## src/rtl/xfer_pkg.sv

```systemverilog
package xfer_pkg;

  // set codes carried on every port
  localparam logic SET_SHARED = 1'b0;
  localparam logic SET_MEM    = 1'b1;
  localparam int   NUM_SETS   = 2;

  // advance a slot number by one, wrapping inside a group of 'depth' slots
  function automatic int unsigned next_slot(input int unsigned cur,
                                            input int unsigned depth);
    if (cur + 1 >= depth) return 0;
    return cur + 1;
  endfunction

  // the slot an access uses: index register when indirect, instruction field otherwise
  function automatic int unsigned pick_slot(input logic indirect,
                                            input int unsigned field,
                                            input int unsigned index);
    return indirect ? index : field;
  endfunction

endpackage

```

## src/rtl/xfer_index_unit.sv

```systemverilog
module xfer_index_unit #(
  parameter int DEPTH = 16,
  localparam int IW = $clog2(DEPTH)
) (
  input  logic          clk,
  input  logic          rst_n,
  input  logic          idx_ld,
  input  logic [IW-1:0] idx_val,
  input  logic          rd_en,
  input  logic          rd_ind,
  input  logic          rd_pinc,
  input  logic [IW-1:0] rd_field,
  input  logic          wr_en,
  input  logic          wr_ind,
  input  logic          wr_pinc,
  input  logic [IW-1:0] wr_field,
  output logic [IW-1:0] rd_slot,
  output logic [IW-1:0] wr_slot
);

  logic [IW-1:0] idx_q;
  logic [IW-1:0] idx_stepped;
  logic          rd_bump;
  logic          wr_bump;
  logic          idx_bump;   // some indirect access asked for a step
  logic          idx_wrap;   // that step goes from the last slot to slot 0

  assign rd_bump     = rd_en & rd_ind & rd_pinc;
  assign wr_bump     = wr_en & wr_ind & wr_pinc;
  assign idx_bump    = rd_bump | wr_bump;
  assign idx_stepped = IW'(xfer_pkg::next_slot(32'(idx_q), 32'(DEPTH)));
  assign idx_wrap    = idx_bump & (idx_stepped == '0);

  assign rd_slot = IW'(xfer_pkg::pick_slot(rd_ind, 32'(rd_field), 32'(idx_q)));
  assign wr_slot = IW'(xfer_pkg::pick_slot(wr_ind, 32'(wr_field), 32'(idx_q)));

  always_ff @(posedge clk) begin
    if (!rst_n)        idx_q <= '0;
    else if (idx_ld)   idx_q <= idx_val;
    else if (idx_bump) idx_q <= idx_stepped;
  end

  // a load always wins
  p_idx_load_r8: assert property (@(posedge clk) disable iff (!rst_n)
    idx_ld |=> idx_q == $past(idx_val));

  // a step from the last slot lands on slot 0
  p_idx_wrap_r9: assert property (@(posedge clk) disable iff (!rst_n)
    (!idx_ld && idx_bump && idx_q == IW'(DEPTH-1)) |=> idx_q == '0);

  // any other step adds exactly one, even with two requests
  p_idx_step_r9: assert property (@(posedge clk) disable iff (!rst_n)
    (!idx_ld && idx_bump && idx_q != IW'(DEPTH-1)) |=> idx_q == $past(idx_q) + 1'b1);

  // without a load or an indirect step request the index holds
  p_idx_quiet_r9: assert property (@(posedge clk) disable iff (!rst_n)
    (!idx_ld && !idx_bump) |=> $stable(idx_q));

  // an indirect access uses the index register
  p_ind_slot_r7: assert property (@(posedge clk) disable iff (!rst_n)
    (rd_en && rd_ind) |-> rd_slot == idx_q);

endmodule

```

## src/rtl/xfer_bank.sv

```systemverilog
module xfer_bank #(
  parameter int DEPTH  = 16,
  parameter int W      = 32,
  parameter bit BYPASS = 1'b1,
  localparam int IW = $clog2(DEPTH)
) (
  input  logic          clk,
  input  logic          rst_n,
  input  logic          wr_en,
  input  logic [IW-1:0] wr_idx,
  input  logic [W-1:0]  wr_data,
  input  logic          rd_en,
  input  logic [IW-1:0] rd_idx,
  output logic [W-1:0]  rd_data
);

  logic [W-1:0] slot_q [DEPTH];
  logic [W-1:0] rd_q;
  logic         same_slot;   // read and write address the same slot
  logic         hit_fwd;     // the write data is forwarded to the read

  assign same_slot = wr_en & rd_en & (wr_idx == rd_idx);
  assign hit_fwd   = BYPASS & same_slot;
  assign rd_data   = rd_q;

  for (genvar g = 0; g < DEPTH; g++) begin : g_slot
    always_ff @(posedge clk) begin
      if (!rst_n)                             slot_q[g] <= '0;
      else if (wr_en && wr_idx == IW'(g))     slot_q[g] <= wr_data;
    end
  end

  always_ff @(posedge clk) begin
    if (!rst_n)     rd_q <= '0;
    else if (rd_en) rd_q <= hit_fwd ? wr_data : slot_q[rd_idx];
  end

  // the output holds when there is no read
  p_hold_r10: assert property (@(posedge clk) disable iff (!rst_n)
    !rd_en |=> $stable(rd_data));

  if (BYPASS) begin : g_fwd
    // a same-cycle write is seen by the read
    p_fwd_r5: assert property (@(posedge clk) disable iff (!rst_n)
      same_slot |=> rd_data == $past(wr_data));
  end else begin : g_old
    // a same-cycle write is not seen by the read
    p_old_r6: assert property (@(posedge clk) disable iff (!rst_n)
      (same_slot && wr_data != slot_q[rd_idx]) |=> rd_data != $past(wr_data));
  end

endmodule

```

## src/rtl/xfer_regfile.sv

```systemverilog
module xfer_regfile #(
  parameter int DEPTH = 16,
  parameter int W     = 32,
  localparam int IW = $clog2(DEPTH)
) (
  input  logic          clk,
  input  logic          rst_n,
  input  logic          ext_wr_en,
  input  logic          ext_wr_set,
  input  logic [IW-1:0] ext_wr_slot,
  input  logic [W-1:0]  ext_wr_data,
  input  logic          ext_rd_en,
  input  logic          ext_rd_set,
  input  logic [IW-1:0] ext_rd_slot,
  output logic [W-1:0]  ext_rd_data,
  input  logic          dp_rd_en,
  input  logic          dp_rd_set,
  input  logic          dp_rd_ind,
  input  logic          dp_rd_pinc,
  input  logic [IW-1:0] dp_rd_slot,
  output logic [W-1:0]  dp_rd_data,
  input  logic          dp_wr_en,
  input  logic          dp_wr_set,
  input  logic          dp_wr_ind,
  input  logic          dp_wr_pinc,
  input  logic [IW-1:0] dp_wr_slot,
  input  logic [W-1:0]  dp_wr_data,
  input  logic          idx_ld,
  input  logic [IW-1:0] idx_val
);

  logic [IW-1:0] eff_rd_slot;
  logic [IW-1:0] eff_wr_slot;
  logic [W-1:0]  in_rd  [xfer_pkg::NUM_SETS];
  logic [W-1:0]  out_rd [xfer_pkg::NUM_SETS];
  logic          dp_sel_q;
  logic          ext_sel_q;

  xfer_index_unit #(.DEPTH(DEPTH)) u_index (
    .clk      (clk),
    .rst_n    (rst_n),
    .idx_ld   (idx_ld),
    .idx_val  (idx_val),
    .rd_en    (dp_rd_en),
    .rd_ind   (dp_rd_ind),
    .rd_pinc  (dp_rd_pinc),
    .rd_field (dp_rd_slot),
    .wr_en    (dp_wr_en),
    .wr_ind   (dp_wr_ind),
    .wr_pinc  (dp_wr_pinc),
    .wr_field (dp_wr_slot),
    .rd_slot  (eff_rd_slot),
    .wr_slot  (eff_wr_slot)
  );

  for (genvar s = 0; s < xfer_pkg::NUM_SETS; s++) begin : g_set
    // inbound: outside units write, datapath reads with forwarding
    xfer_bank #(.DEPTH(DEPTH), .W(W), .BYPASS(1'b1)) u_in (
      .clk     (clk),
      .rst_n   (rst_n),
      .wr_en   (ext_wr_en && ext_wr_set == 1'(s)),
      .wr_idx  (ext_wr_slot),
      .wr_data (ext_wr_data),
      .rd_en   (dp_rd_en && dp_rd_set == 1'(s)),
      .rd_idx  (eff_rd_slot),
      .rd_data (in_rd[s])
    );
    // outbound: datapath writes, outside units read the old value on a clash
    xfer_bank #(.DEPTH(DEPTH), .W(W), .BYPASS(1'b0)) u_out (
      .clk     (clk),
      .rst_n   (rst_n),
      .wr_en   (dp_wr_en && dp_wr_set == 1'(s)),
      .wr_idx  (eff_wr_slot),
      .wr_data (dp_wr_data),
      .rd_en   (ext_rd_en && ext_rd_set == 1'(s)),
      .rd_idx  (ext_rd_slot),
      .rd_data (out_rd[s])
    );
  end

  always_ff @(posedge clk) begin
    if (!rst_n) begin
      dp_sel_q  <= xfer_pkg::SET_SHARED;
      ext_sel_q <= xfer_pkg::SET_SHARED;
    end else begin
      if (dp_rd_en)  dp_sel_q  <= dp_rd_set;
      if (ext_rd_en) ext_sel_q <= ext_rd_set;
    end
  end

  assign dp_rd_data  = in_rd[dp_sel_q];
  assign ext_rd_data = out_rd[ext_sel_q];

  // ports hold between reads
  p_dp_hold_r10: assert property (@(posedge clk) disable iff (!rst_n)
    (!dp_rd_en && !ext_wr_en) |=> $stable(dp_rd_data));
  p_ext_hold_r10: assert property (@(posedge clk) disable iff (!rst_n)
    !ext_rd_en |=> $stable(ext_rd_data));

endmodule

```

## config.mk

```make
export PLATFORM = sky130hd
export DESIGN_NAME = xfer_regfile
export DESIGN_NICKNAME = d
export VERILOG_FILES = /design/src/rtl/xfer_pkg.sv /design/src/rtl/xfer_index_unit.sv /design/src/rtl/xfer_bank.sv /design/src/rtl/xfer_regfile.sv
export SDC_FILE = /design/constraint.sdc
export NUM_CORES = 2
export LEC_CHECK = 0
export BUFFER_PORTS_ARGS = -buffer_cell sky130_fd_sc_hd__buf_2
export CAP_MARGIN = 20
export CORE_MARGIN = 1
export CORE_UTILIZATION = 30
export DETAILED_ROUTE_END_ITERATION = 8
export SYNTH_ARGS = -nofsm -noshare
export SYNTH_HDL_FRONTEND = slang
export SYNTH_HIERARCHICAL = 1
export SYNTH_SLANG_ARGS = --single-unit
```

## constraint.sdc

```tcl
create_clock -name clk -period 6.5 [get_ports clk]
set_clock_uncertainty 0.05 [all_clocks]
set_input_delay 0.65 -clock clk [delete_from_list [all_inputs] [get_ports clk]]
set_output_delay 0.65 -clock clk [all_outputs]
set_load 0.05 [all_outputs]
```

=== Word-level counts from Yosys, hierarchy flattened ===
Memory sizes are Yosys's and may differ from the RTL's. A register that Yosys moved wholly into a read port is not among the register bits.
Cells that the tools add are included.

* Register bits after elaboration: 70
* Memory bits (writable): 2048
* Input port bits: 99
* Output and inout bits: 64
* Memories kept: 4

{| class="wikitable"
|+ Memories
! memory !! depth !! bits a word !! read ports !! clocked after Yosys merged registers in !! write ports !! RTL line !! RTL
|-
| g_set[0].u_in.slot_q || 16 || 32 || 1 || 0 || 16 || xfer_bank.sv:17 || <nowiki>logic [W-1:0] slot_q [DEPTH];</nowiki>
|-
| g_set[0].u_out.slot_q || 16 || 32 || 1 || 1 || 16 || xfer_bank.sv:17 ||
|-
| g_set[1].u_in.slot_q || 16 || 32 || 1 || 0 || 16 || xfer_bank.sv:17 ||
|-
| g_set[1].u_out.slot_q || 16 || 32 || 1 || 1 || 16 || xfer_bank.sv:17 ||
|}

* Add/subtract/negate cells: 1
* $lt $le $gt $ge: 3
* Eq/ne operators: 31
* Mux-type cells: 271
* Bitwise operators: 79
* Reductions and logical operators: 77

{| class="wikitable"
|+ Operator list
! cell !! count
|-
| $mux 32 || 72
|-
| $mux 1 || 194
|-
| $logic_and 1x1->1 || 72
|-
| $or 1x1->1 || 65
|-
| $eq 4x4->1 const B || 16
|-
| $eq 4x3->1 const B || 8
|-
| $mux 4 || 5
|-
| $eq 4x2->1 const B || 4
|-
| $and 1x1->1 || 8
|-
| $eq 4x1->1 const B || 2
|-
| $logic_not 4->1 || 2
|-
| $add 4x1->5 const B || 1
|-
| $ge 5x5->1 const B || 1
|-
| $eq 4x4->1 || 1
|-
| $ge 2x2->1 const B || 2
|-
| $not 1->1 || 4
|-
| $not 1->2 || 2
|-
| $logic_not 1->1 || 2
|-
| $reduce_bool 2->1 || 1
|}

=== Logic depth before layout (Yosys ltp) ===
* Depth after elaboration: 7
* Gate-level depth with buffers: 9

=== Hierarchy ===
Netlist, hierarchy kept.

{| class="wikitable"
|+ By module, submodules not included
! module !! times used !! cells each !! area an instance (µm²) !! seq. area each (µm²)
|-
| xfer_bank at g_set[0].u_in ... || 2 || 1752 || 24519.8 || 16015.4
|-
| xfer_bank at g_set[0].u_out ... || 2 || 1834 || 24413.4 || 16015.4
|-
| xfer_regfile || 1 || 86 || 1206.2 || 40.0
|-
| xfer_index_unit || 1 || 37 || 340.3 || 80.1
|}

=== Least setup slack after synthesis ===
OpenSTA, ideal clock, no wires.

* Path kind: input-to-reg
* From: input port dp_wr_ind
* To: memory g_set[0].u_out.slot_q[4][0] (enable)
* Library setup time: 0.466 ns
* Data arrival time: 3.711 ns
* Slack: 2.273 ns
* Cell stages on the path: 4
* Buffers on the path: 1
* Cell sequence: mux2_2 -> or2_1 -> clkbuf_1 -> o21ai_0

{| class="wikitable"
|+ RTL lines
! item !! RTL line !! RTL
|-
| start: declaration || xfer_regfile.sv:24 || <nowiki>input logic dp_wr_ind,</nowiki>
|-
| end: declaration || xfer_bank.sv:17 ||
|}

=== Final worst setup path ===
* From: register dp_sel_q
* To: output port dp_rd_data[0]

* Cells in the longest elaborated chain, start to end: 4

{| class="wikitable"
|+ RTL lines
! item !! RTL line !! RTL
|-
| start: declaration || xfer_regfile.sv:36 || <nowiki>logic dp_sel_q;</nowiki>
|-
| start signal: assignment || xfer_regfile.sv:83 || <nowiki>dp_sel_q <= xfer_pkg::SET_SHARED;</nowiki>
|-
| start signal: assignment || xfer_regfile.sv:86 || <nowiki>if (dp_rd_en) dp_sel_q <= dp_rd_set;</nowiki>
|-
| $not 1->2 (not written as such) || xfer_regfile.sv:91 || <nowiki>assign dp_rd_data = in_rd[dp_sel_q];</nowiki>
|-
| $mux 32 (not written as such) (3 in a row) || xfer_regfile.sv:91 ||
|-
| end: declaration || xfer_regfile.sv:21 || <nowiki>output logic [W-1:0] dp_rd_data,</nowiki>
|}

Every way passes these cells. The select of a mux whose other input is x is not followed.

==> summary.md <==
| Metric | Value |
|---|---|
| Post_cts resized | `0` |
| Post-route setup TNS | `0 ps` |
| WS Path Type | `flip-flop to primary output` |
| CP required | `~5800 ps` |
| Fin crit share | `52.6%` |
| HPWL after detailed placement | `around 160000 microns` |
| CP Max Fanout | `26` |
| Cells after Synth | `7295` |
| Max stage delay on crit path | `550 ps` |
| FF-to-FF End | `g_set[1].u_in/rd_data[10]` |
| TritonRoute pass-1 iters | `5` |
| Met1 WL | `120000 microns` |
| Min Hold Slack | `73.6 ps` |
| Initial core utilization | `30.1%` |
| R2R setup slack | `3180 ps` |
| Crit path from | `dp_sel_q` |
| GPL Wtd Cong | `approximately 0.80` |
| P_leak | `38.6 nW` |
| Total grt overflow | `0` |
| Commonest non-fill, non-tap cell in the layout | `edfxtp_1` |
| Cell Area, Synth | `99400 sq um` |
| Post-DRT Antenna Nets | `0` |
| Seq/Total Area, Yosys | `approximately 65%` |
| DRT iter0 DRCs | `6129` |
| # rows | `between 200 and 250` |
| P&R area growth vs syn | `12.8%` |
| Fin cells | `11.7k` |
| Met2 wire len | `143000 microns` |
| Port Buffers | `162` |
| Crit path to | `dp_rd_data[0]` |
| H-Tree Depth | `4` |
| Die Area | `334000 sq um` |
| Min cycle time layout | `3420 ps` |
| Worst-skew pair later-pin latency | `920 ps` |
| WP data arrival | `between 2000 and 3000 ps` |
| R2R cell count | `8` |
| Vias in the first global route | `62.2k` |
| Synth top area share | `61.9%` |
| Relative slew slack | `21.9%` |
| First-pass GRT wire length | `431000 microns` |
| Crit path launch type | `flip-flop` |
| Area contributors post-synth | `edfxtp_1, and2_1, mux2i_1` |
| Number of flops mapped to enable cells by yosys | `2048` |
| Clock Sinks | `2182` |
| Synthesized Nets | `7395` |
| Fin. max-slew vios | `0` |
| Commonest cells after routing, fill and taps aside | `edfxtp_1, and2_1, nor3_1` |
| Maximum vdd drop | `0.000227 V` |
| Root Buffer | `clkbuf_16` |
| Met3 WL | `23500 microns` |
| Core area | `around 330000 sq um` |
| Critical path's slowest cell | `buf_4` |
| Synth area leader | `edfxtp_1` |
| Via count | `62.3k` |
| Placed Cells incl. Taps | `11.2k` |
| Fillers | `31.9k` |
| Highest routed layer | `met5` |
| CTS Buf Count | `between 200 and 250` |
| CTS Buffer Depth | `4` |
| Warnings, synthesis | `6` |
| Reg-to-Reg Start | `u_index/idx_q[0]` |
| RSZ-0062 raised after global routing | `false` |
| Endpoints failing setup | `0` |
| CP bufs+invs | `2` |
| Die width | `578 microns` |
| # IOs | `163` |
| Global Route Usage Sum | `17.4%` |
| Main synth FF type | `edfxtp_1` |
| Largest net degree at the start of global routing | `approximately 130` |
| Overall die height | `578 microns` |
| Initial antenna violation count | `19` |
| Asr flop ratio synth | `0%` |
| Seq cells post-synth | `2182` |
| Final Hold Vio Count | `0` |
| Total power | `32.5 mW` |
| Nets | `7191` |
| Synth cell types | `53` |
| Delay-heaviest family, CP | `buffers and inverters` |
| CP Depth | `3` |
| Min-delay worst type | `primary input to flip-flop` |
| Worst Max-Slew Pin Slew | `about 1200 ps` |
| Drt total wl | `299000 microns` |
| Status | `complete, no violations` |
| Crit path cell chain | `buf_4 -> mux2_2 -> buf_2` |
| CTS tree | `done` |
| Vias per inst | `between 5 and 6` |
| Syn Area/Cell | `13.6 sq um` |
| Post-CTS Setup Bufs | `0` |
| Layout cells sized above 1 | `14.1%` |
| Kind of end point of the critical path | `primary output` |
| Peak Freq | `0.293 GHz` |
| Maxcap violations | `0` |
| WL/cell | `about 26 microns` |
| Remaining DRCs | `0` |
| PwrDens | `290 nW/um^2` |
| CTS clk-pin slew, worst paths | `roughly 60 ps` |
-- timing repair --
action                                  in CTS  in global routing
endpoints found under the setup margin       0                  0
endpoints found under the hold margin        3                  0
hold buffers                                 3                  0
-- state kept, by name, indices dropped and copies added, names as in the netlist --
signal,cells
g_set.u_in/slot_q,1024
g_set.u_out/slot_q,1024
g_set.u_in/rd_data,64
g_set.u_out/rd_data,64
u_index/idx_q,4
dp_sel_q,1
ext_sel_q,1
-- synth_stat cells (28+ instances only) --
cell	instances
mux2_4	60
mux4_1	64
a31oi_1	65
nor3_1	1024
a21oi_1	129
mux2i_1	642
mux4_2	128
nor2_1	30
nand3_1	225
buf_6	34
and2_1	1033
a221oi_1	44
edfxtp_1	2048
clkbuf_1	492
clkinv_1	64
clkbuf_2	68
a22oi_1	128
buf_4	70
buf_2	57
o21ai_1	28
a41o_1	64
mux2_2	56
nand2_1	313
o21ai_0	146
dfxtp_1	134
-- metrics by stage --
step	worst slack [ps]	cell area, sq um	util, %
2_1_floorplan	2270	99400	-
3_3_place_gp	2800	104000	31.6
3_5_place_dp	2720	104000	31.7
4_1_cts	3070	112000	33.9
5_1_grt	3050	112000	34.0
6_report	3080	112000	34.0
-- routing by layer --
metal | vias up | global-route usage, %
li1 | 27000 | -
met2 | 2692 | 29.1
met4 | 10 | 6.82
met5 | - | 0
met3 | 562 | 2.83
met1 | 32000 | 22.5
-- where the power goes --
group | internal, mW | switching [mW] | leakage, nW | total [mW]
clock | 7.55 | 5.60 | 3.66 | 13.1
sequential | 16.0 | 0.263 | 21.5 | 16.3
combinational | 0.950 | 2.12 | 13.5 | 3.07
total | 24.5 | 7.98 | 38.6 | 32.5
-- worst min-delay path by stage --
stage,startpoint,to,cells after the start
detailed placement,g_set[1].u_out/rd_data[25],g_set[1].u_out/rd_data[25],2
global placement,g_set[0].u_out/rd_data[3],g_set[0].u_out/rd_data[3],2
floorplan,g_set[1].u_out/rd_data[29],g_set[1].u_out/rd_data[29],2
CTS,idx_val[2],u_index/idx_q[2],5
global route,dp_rd_en,dp_sel_q,3
finish,idx_val[2],u_index/idx_q[2],5
-- worst min-delay path, delay by kind of cell --
family	cells	cell delay (ps)
buffers and inverters	1	70
muxes	1	70
and+or+nand+nor	2	130
AOI/OAI and AO/OA	1	70
-- kinds of logic (layout without fill, tap and decap cells) --
kind of cell               after synthesis  count (layout)  share of synthesized area, %
and+or+nand+nor                       2687            2687                          14.5
DFF                                   2182            2182                          64.6
muxes                                  950             950                          12.6
buffers and inverters                  813             805                          3.89
AOI/OAI and AO/OA                      653             653                          4.34
xor gates and xnor gates                 9               9                        0.0793
adders and majority gates                1               1                        0.0126
other                                    0               4                             0
-- layout make-up --
cell class	instances	area, sq um	area share (%)
sequential	2182	64200	57.3
antenna	4	10.0	0.00893
inverter	66	248	0.221
multi-input combinational	4300	32600	29.0
clock buffer	310	6310	5.63
timing repair buffer	311	2170	1.94
tap	4366	5460	4.87
clock inverter	118	1160	1.03
(Power assumes the default switching activity.)
